**src/rtl/spi_slave_pkg.sv**
```systemverilog
package spi_slave_pkg;
  typedef struct packed {
    logic sample;  // sampling edge while selected
    logic done;    // sampling edge of the last bit of a character
    logic idle;    // select inactive (synchronised)
  } ctrlStrobe_t;
endpackage

```
**src/rtl/spi_slave_ctrl.sv**
```systemverilog
module spi_slave_ctrl
  import spi_slave_pkg::*;
#(
  parameter int DATA_W      = 8,
  parameter int SYNC_STAGES = 2,
  localparam int CNT_W      = $clog2(DATA_W + 1)
) (
  input  logic             clk,
  input  logic             rstN,
  input  logic             cfgCpol,
  input  logic             cfgCpha,
  input  logic             cfgShort,
  input  logic             sckIn,
  input  logic             mosiIn,
  input  logic             selN,
  output ctrlStrobe_t      strobe,
  output logic             mosiBit,
  output logic [CNT_W-1:0] bitCnt,
  output logic [CNT_W-1:0] outPos
);
  logic [SYNC_STAGES-1:0] sckSync, mosiSync, selSync;
  logic sckPrev;

  always_ff @(posedge clk or negedge rstN) begin
    if (!rstN) begin
      sckSync  <= '0;
      mosiSync <= '0;
      selSync  <= '1;
      sckPrev  <= 1'b0;
    end else begin
      sckSync  <= {sckSync[SYNC_STAGES-2:0], sckIn};
      mosiSync <= {mosiSync[SYNC_STAGES-2:0], mosiIn};
      selSync  <= {selSync[SYNC_STAGES-2:0], selN};
      sckPrev  <= sckSync[SYNC_STAGES-1];
    end
  end

  logic sckNow, sckRise, sckFall, leadEdge, trailEdge;
  logic selActive, sampleEdge, shiftEdge, lastBit;
  logic [CNT_W-1:0] charLen;

  always_comb begin
    sckNow     = sckSync[SYNC_STAGES-1];
    sckRise    = sckNow & ~sckPrev;
    sckFall    = ~sckNow & sckPrev;
    leadEdge   = cfgCpol ? sckFall : sckRise;
    trailEdge  = cfgCpol ? sckRise : sckFall;
    selActive  = ~selSync[SYNC_STAGES-1];
    sampleEdge = selActive & (cfgCpha ? trailEdge : leadEdge);
    shiftEdge  = selActive & (cfgCpha ? leadEdge : trailEdge);
    charLen    = cfgShort ? CNT_W'(DATA_W - 1) : CNT_W'(DATA_W);
    lastBit    = (bitCnt == charLen - CNT_W'(1));
  end

  // bitCnt counts sampled bits; outPos selects the bit on MISO and moves on shift edges
  always_ff @(posedge clk or negedge rstN) begin
    if (!rstN) begin
      bitCnt <= '0;
      outPos <= '0;
    end else if (!selActive) begin
      bitCnt <= '0;
      outPos <= '0;
    end else begin
      if (sampleEdge) bitCnt <= lastBit ? '0 : bitCnt + CNT_W'(1);
      if (shiftEdge)  outPos <= bitCnt;
    end
  end

  assign strobe.sample = sampleEdge;
  assign strobe.done   = sampleEdge & lastBit;
  assign strobe.idle   = ~selActive;
  assign mosiBit       = mosiSync[SYNC_STAGES-1];
endmodule

```
**src/rtl/spi_slave_dp.sv**
```systemverilog
module spi_slave_dp
  import spi_slave_pkg::*;
#(
  parameter int DATA_W = 8,
  localparam int CNT_W = $clog2(DATA_W + 1),
  localparam int IDX_W = $clog2(DATA_W)
) (
  input  logic              clk,
  input  logic              rstN,
  input  ctrlStrobe_t       strobe,
  input  logic              mosiBit,
  input  logic [CNT_W-1:0]  bitCnt,
  input  logic [CNT_W-1:0]  outPos,
  input  logic              cfgLsbFirst,
  input  logic              cfgShort,
  input  logic [DATA_W-1:0] txData,
  input  logic              txWrite,
  input  logic              rxRead,
  input  logic              ovrClear,
  output logic [DATA_W-1:0] rxData,
  output logic              txEmpty,
  output logic              rxFull,
  output logic              overrun,
  output logic              misoOut,
  output logic              misoOe
);
  logic [DATA_W-1:0] txBuf, txShift, rxShift, rxNext;
  logic txHeld, loadShift;
  logic [CNT_W-1:0] charLen, inPos, sendPos;
  logic [IDX_W-1:0] inIdx, outIdx;

  always_comb begin
    charLen = cfgShort ? CNT_W'(DATA_W - 1) : CNT_W'(DATA_W);
    inPos   = cfgLsbFirst ? bitCnt : charLen - CNT_W'(1) - bitCnt;
    sendPos = cfgLsbFirst ? outPos : charLen - CNT_W'(1) - outPos;
    inIdx   = inPos[IDX_W-1:0];
    outIdx  = sendPos[IDX_W-1:0];
    rxNext  = rxShift;
    rxNext[inIdx] = mosiBit;
    if (cfgShort) rxNext[DATA_W-1] = 1'b0;
    loadShift = ~txHeld & ~txEmpty & (bitCnt == '0);
  end

  // transmit buffer and shift register
  always_ff @(posedge clk or negedge rstN) begin
    if (!rstN) begin
      txBuf   <= '0;
      txEmpty <= 1'b1;
      txHeld  <= 1'b0;
      txShift <= '0;
    end else begin
      if (txWrite) begin
        txBuf   <= txData;
        txEmpty <= 1'b0;
      end else if (loadShift) begin
        txEmpty <= 1'b1;
      end
      if (loadShift) begin
        txShift <= txBuf;
        txHeld  <= 1'b1;
      end else if (strobe.done) begin
        txShift <= '0;
        txHeld  <= 1'b0;
      end
    end
  end

  // receive path and status
  always_ff @(posedge clk or negedge rstN) begin
    if (!rstN) begin
      rxShift <= '0;
      rxData  <= '0;
      rxFull  <= 1'b0;
      overrun <= 1'b0;
    end else begin
      if (strobe.sample) rxShift <= rxNext;
      if (strobe.done) begin
        rxData <= rxNext;
        rxFull <= 1'b1;
        if (rxFull && !rxRead) overrun <= 1'b1;
        else if (rxRead || ovrClear) overrun <= 1'b0;
      end else if (rxRead) begin
        rxFull  <= 1'b0;
        overrun <= 1'b0;
      end else if (ovrClear) begin
        overrun <= 1'b0;
      end
    end
  end

  assign misoOe  = ~strobe.idle;
  assign misoOut = misoOe & txShift[outIdx];
endmodule

```
**src/rtl/spi_slave_buf.sv**
```systemverilog
module spi_slave_buf
  import spi_slave_pkg::*;
#(
  parameter int DATA_W      = 8,
  parameter int SYNC_STAGES = 2,
  localparam int CNT_W      = $clog2(DATA_W + 1)
) (
  input  logic              clk,
  input  logic              rstN,
  input  logic              cfgCpol,
  input  logic              cfgCpha,
  input  logic              cfgLsbFirst,
  input  logic              cfgShort,
  input  logic [DATA_W-1:0] txData,
  input  logic              txWrite,
  input  logic              rxRead,
  input  logic              ovrClear,
  output logic [DATA_W-1:0] rxData,
  output logic              txEmpty,
  output logic              rxFull,
  output logic              overrun,
  input  logic              sckIn,
  input  logic              mosiIn,
  input  logic              selN,
  output logic              misoOut,
  output logic              misoOe
);
  ctrlStrobe_t      strobe;
  logic             mosiBit;
  logic [CNT_W-1:0] bitCnt, outPos;

  spi_slave_ctrl #(.DATA_W(DATA_W), .SYNC_STAGES(SYNC_STAGES)) u_ctrl (
    .clk(clk), .rstN(rstN), .cfgCpol(cfgCpol), .cfgCpha(cfgCpha),
    .cfgShort(cfgShort), .sckIn(sckIn), .mosiIn(mosiIn), .selN(selN),
    .strobe(strobe), .mosiBit(mosiBit), .bitCnt(bitCnt), .outPos(outPos)
  );

  spi_slave_dp #(.DATA_W(DATA_W)) u_dp (
    .clk(clk), .rstN(rstN), .strobe(strobe), .mosiBit(mosiBit),
    .bitCnt(bitCnt), .outPos(outPos), .cfgLsbFirst(cfgLsbFirst),
    .cfgShort(cfgShort), .txData(txData), .txWrite(txWrite),
    .rxRead(rxRead), .ovrClear(ovrClear), .rxData(rxData),
    .txEmpty(txEmpty), .rxFull(rxFull), .overrun(overrun),
    .misoOut(misoOut), .misoOe(misoOe)
  );
endmodule

```
**config.mk**
```make
export PLATFORM = sky130hd
export DESIGN_NAME = spi_slave_buf
export DESIGN_NICKNAME = d
export VERILOG_FILES = /design/src/rtl/spi_slave_pkg.sv /design/src/rtl/spi_slave_ctrl.sv /design/src/rtl/spi_slave_dp.sv /design/src/rtl/spi_slave_buf.sv
export SDC_FILE = /design/constraint.sdc
export NUM_CORES = 1
export LEC_CHECK = 0
export ABC_CLOCK_PERIOD_IN_PS = 2600
export BUFFER_PORTS_ARGS = -buffer_cell sky130_fd_sc_hd__buf_2
export CORE_MARGIN = 5
export CORE_UTILIZATION = 59
export CTS_BUF_LIST = sky130_fd_sc_hd__clkbuf_4
export DETAILED_ROUTE_END_ITERATION = 10
export PLACE_DENSITY = 0.91
export SYNTH_ARGS = -nofsm -noshare
export SYNTH_HDL_FRONTEND = slang
export SYNTH_SLANG_ARGS = --single-unit
```
**constraint.sdc**
```tcl
create_clock -name clk -period 2.6 [get_ports clk]
set_clock_uncertainty 0.2 [all_clocks]
set_input_delay 0.26 -clock clk [delete_from_list [all_inputs] [get_ports clk]]
set_output_delay 0.26 -clock clk [all_outputs]
set_load 0.005 [all_outputs]
```
==> reports/results.txt <==
Skew-Pair Late Insertion Delay - 0.37 ns
Static Leak - 0.00140 uW
Seq/Total Area, Yosys - 0.521
DRT iter0 DRCs - 132
Min cycle time layout - 2.62 ns
Syn_nets - 248
CORE AREA - 0.00397 mm2
Area grow syn2layout - 22.3%
Final period utilization - 1.01
Setup Viol. Count Final - 1
TritonRoute pass-1 iters - 4
Die extent in x - 73.9 um
Vias in the first global route - 1908
Max Root-Sink Buffers - 2
Routed wire length - 5290 um
Largest stage delay on the critical path - 0.50 ns
Status - finished with violations
Compound-Gate Fraction of Synth Area - 0.137
Pwr Total - 1900 uW
Crit-path slowest cell - mux4_2
Clock Sinks - 50
Hold WC Path Type - in2reg
Placer Congestion - 0.881
RR Startpoint - u_ctrl.bitCnt[0]
Avg Cell Area, Syn - 10.9 um2
Cell Area, Synth - 0.00241 mm2
Net count, final - 303
Slew @ Worst Pin - 0.600 ns
Share of cells above drive strength 1 - 0.273
Clk Tree Root Cell - clkbuf_4
YS warnings - 0
Xor/xnor share of the synthesized area - 0.0145
Hold Violations, Final - 0
Final worst slack - -0.0193 ns
First-pass GRT wire length - 9160 um
Fillers - 265
Peak supply drop - 466 uV
Critical Path End Type - primary output
Mux cell area share after synthesis - 0.116
I/O pin count - 33
GRT Overall Usage - 0.219
Data arrival, critical path - 2.16 ns
Ant diodes - 0
Yosys cell types - 45
DRC viols - 0
Cell count after synthesis - 222
Startpoint types - register
Die H - 73.9 um
DP Area - 0.00263 mm2
CP startpoint - u_ctrl.outPos[0]
RSZ-0062 raised after global routing - yes
Port Buffer Count - 32
FP Rows - 23
Vias per cell - 5.78
PD cells - 644 mW/mm2
Crit path kind - reg2out
Cells along the critical path - ha_1 > nand2b_1 > and2_4 > mux4_2 > a211oi_2 > buf_2
Hold Startpoint - cfgShort
Failing checks - setup timing
H-tree lvl count - 2
Die ar. - 0.00546 mm2
# Max-Cap Violations - 0
Total gr overflow - 0
Buf+Inv Stages, Crit Path - 1
Initial antenna violation count - 0
Initial Util - 0.607
Vias - 1897
Yosys top cell area share - 0.488
Slew Limit Fails - 0
Synth Area in Simple Gates - 0.146
CTS tree - yes
Clk slew on worst S/H paths - 0.14 ns
Final instance area - 0.00295 mm2
Fmax - 382 MHz
Worst Path Required - 2.14 ns
Routed WL per cell - 16.1 um
Yosys top cell by area - dfrtp_1
Post-route ant nets - 0
Fin util - 0.742
Ranking of synthesized cells by area - dfrtp_1 (49%), mux2_2 (6.1%), o21ai_0 (5.6%), mux2i_1 (4.6%), nand2_1 (3.6%)
Largest net degree at the start of global routing - 51
Main combinational cell family by area after synthesis - simple AND/OR/NAND/NOR gates
Adder-Cell Fraction of Synth Area - 0.0312
Worst Path Max Fanout - 3
Slew HR - 0.588
#FFs+latches synth - 50
CTS buffer count - 5
Detailed Place HPWL - 3370 um
Crit path max-delay family - multiplexers
==> cells by family (layout without fill, tap and decap cells) <==
group / after synthesis / after routing
and+or+nand+nor: 63 / 63
DFF: 50 / 50
buffers and inverters: 20 / 76
AOI/OAI and AO/OA: 54 / 54
adders and majority gates: 6 / 6
xor gates and xnor gates: 4 / 4
muxes: 25 / 25
==> where the power goes <==
group	internal, uW	switching [uW]
Combinational	183	192
Clock	296	248
Sequential	907	71.4
Total	1390	511
==> cells in the mapped netlist, drive strengths merged <==
| master | instances |
|---|---|
| nand3b | 2 |
| nor4 | 1 |
| and3 | 3 |
| nand2b | 4 |
| nand2 | 23 |
| o21ai | 27 |
| and4b | 1 |
| nand4b | 1 |
| dfrtp | 47 |
| buf | 6 |
| a2111oi | 1 |
| ha | 6 |
| a21oi | 4 |
| o32ai | 1 |
| o21a | 1 |
| or3b | 1 |
| and2 | 1 |
| mux4 | 1 |
| or4 | 2 |
| inv | 10 |
| a211oi | 1 |
| nor2b | 4 |
| o22a | 1 |
| or3 | 2 |
| a21o | 1 |
| dfstp | 3 |
| nand3 | 1 |
| nor3b | 5 |
| and3b | 3 |
| o2bb2ai | 1 |
| o31ai | 5 |
| mux2i | 11 |
| o22ai | 3 |
| a21boi | 2 |
| o41ai | 1 |
| xor2 | 2 |
| xnor2 | 2 |
| mux2 | 13 |
| o21bai | 1 |
| o211ai | 4 |
| nor2 | 7 |
| clkbuf | 4 |
| nor3 | 2 |
==> through the flow <==
| stage | hold WS, ns | worst slack, ns | setup TNS (ns) | instances |
|---|---|---|---|---|
| after floorplan | -0.236 | 0.332 | 0 | 222 |
| after global placement | 0.133 | 0.265 | 0 | 300 |
| after detailed placement | 0.140 | 0.174 | 0 | 300 |
| after CTS | 0.0461 | 0.00210 | 0 | 328 |
| after global routing | 0.0485 | -0.118 | -0.118 | 328 |
| final | 0.0559 | -0.0193 | -0.0193 | 328 |
==> cell usage in the layout (no fill, tap or decap), drive strengths merged, types with 6 or more instances in the layout <==
master and count:
nor2 7, o21ai 27, buf 42, dfrtp 47, ha 6, mux2i 11, dlygate4sd3 16, mux2 13
nand2 23, inv 10
==> layer usage <==
metal / track usage / wire length [um] / vias up / share of wire
met5: 0 / 0 / - / 0
met4: 0.0684 / 52 / 0 / 0.0098
met3: 0.0369 / 256 / 6 / 0.048
met2: 0.372 / 2810 / 55 / 0.53
met1: 0.289 / 2170 / 935 / 0.41
li1: - / - / 901 / -
==> registers in the layout (all words and copies together) (netlist names) <==
signal and cells:
u_dp.txBuf 8, u_dp.txHeld 1, u_ctrl.sckSync 2, u_dp.rxData 8, u_ctrl.sckPrev 1, u_dp.rxFull 1
u_ctrl.selSync 2, u_ctrl.outPos 3, u_ctrl.mosiSync 2, u_dp.txEmpty 1, u_dp.rxShift 8, u_dp.txShift 8
u_dp.overrun 1, u_ctrl.bitCnt 4
==> timing repair <==
item	in CTS	in global routing
setup buffers	4	0
endpoints found under the setup margin	1	2
hold endpoints to repair	62	0
resized for setup	5	2
hold buffers	16	0
cloned	0	0
pin swaps	3	1
==> cell type report <==
class	count	area (um2)	share of cell area
sequential	50	1250	0.426
multi-input combinational	152	1100	0.372
timing repair buffer	58	395	0.134
clock inverter	3	63.8	0.0216
tap	50	62.6	0.0212
clock buffer	5	37.5	0.0127
inverter	10	37.5	0.0127
==> path summary, 6_finish.rpt <==
| path | endpoint | slack [ns] | cells after the start |
|---|---|---|---|
| min in group asynchronous | u_dp.txBuf[5] | 0.30 | 3 |
| min reg2reg | u_ctrl.selSync[1] | 0.17 | 0 |
| max in group asynchronous | u_ctrl.bitCnt[3] | 1.48 | 3 |
| max reg2reg | u_dp.overrun | 0.06 | 6 |
| max | misoOut | -0.02 | 6 |
| min | u_dp.rxShift[7] | 0.06 | 3 |
==> worst register-to-register path: stages, from the launching register on <==
cell and delay (ns):
dfrtp_1 0.50, ha_2 0.45, nand4b_1 0.14, buf_4 0.21, o32ai_1 0.25, nor2b_1 0.18
dlygate4sd3_1 0.56
(Power assumes the default switching activity.)
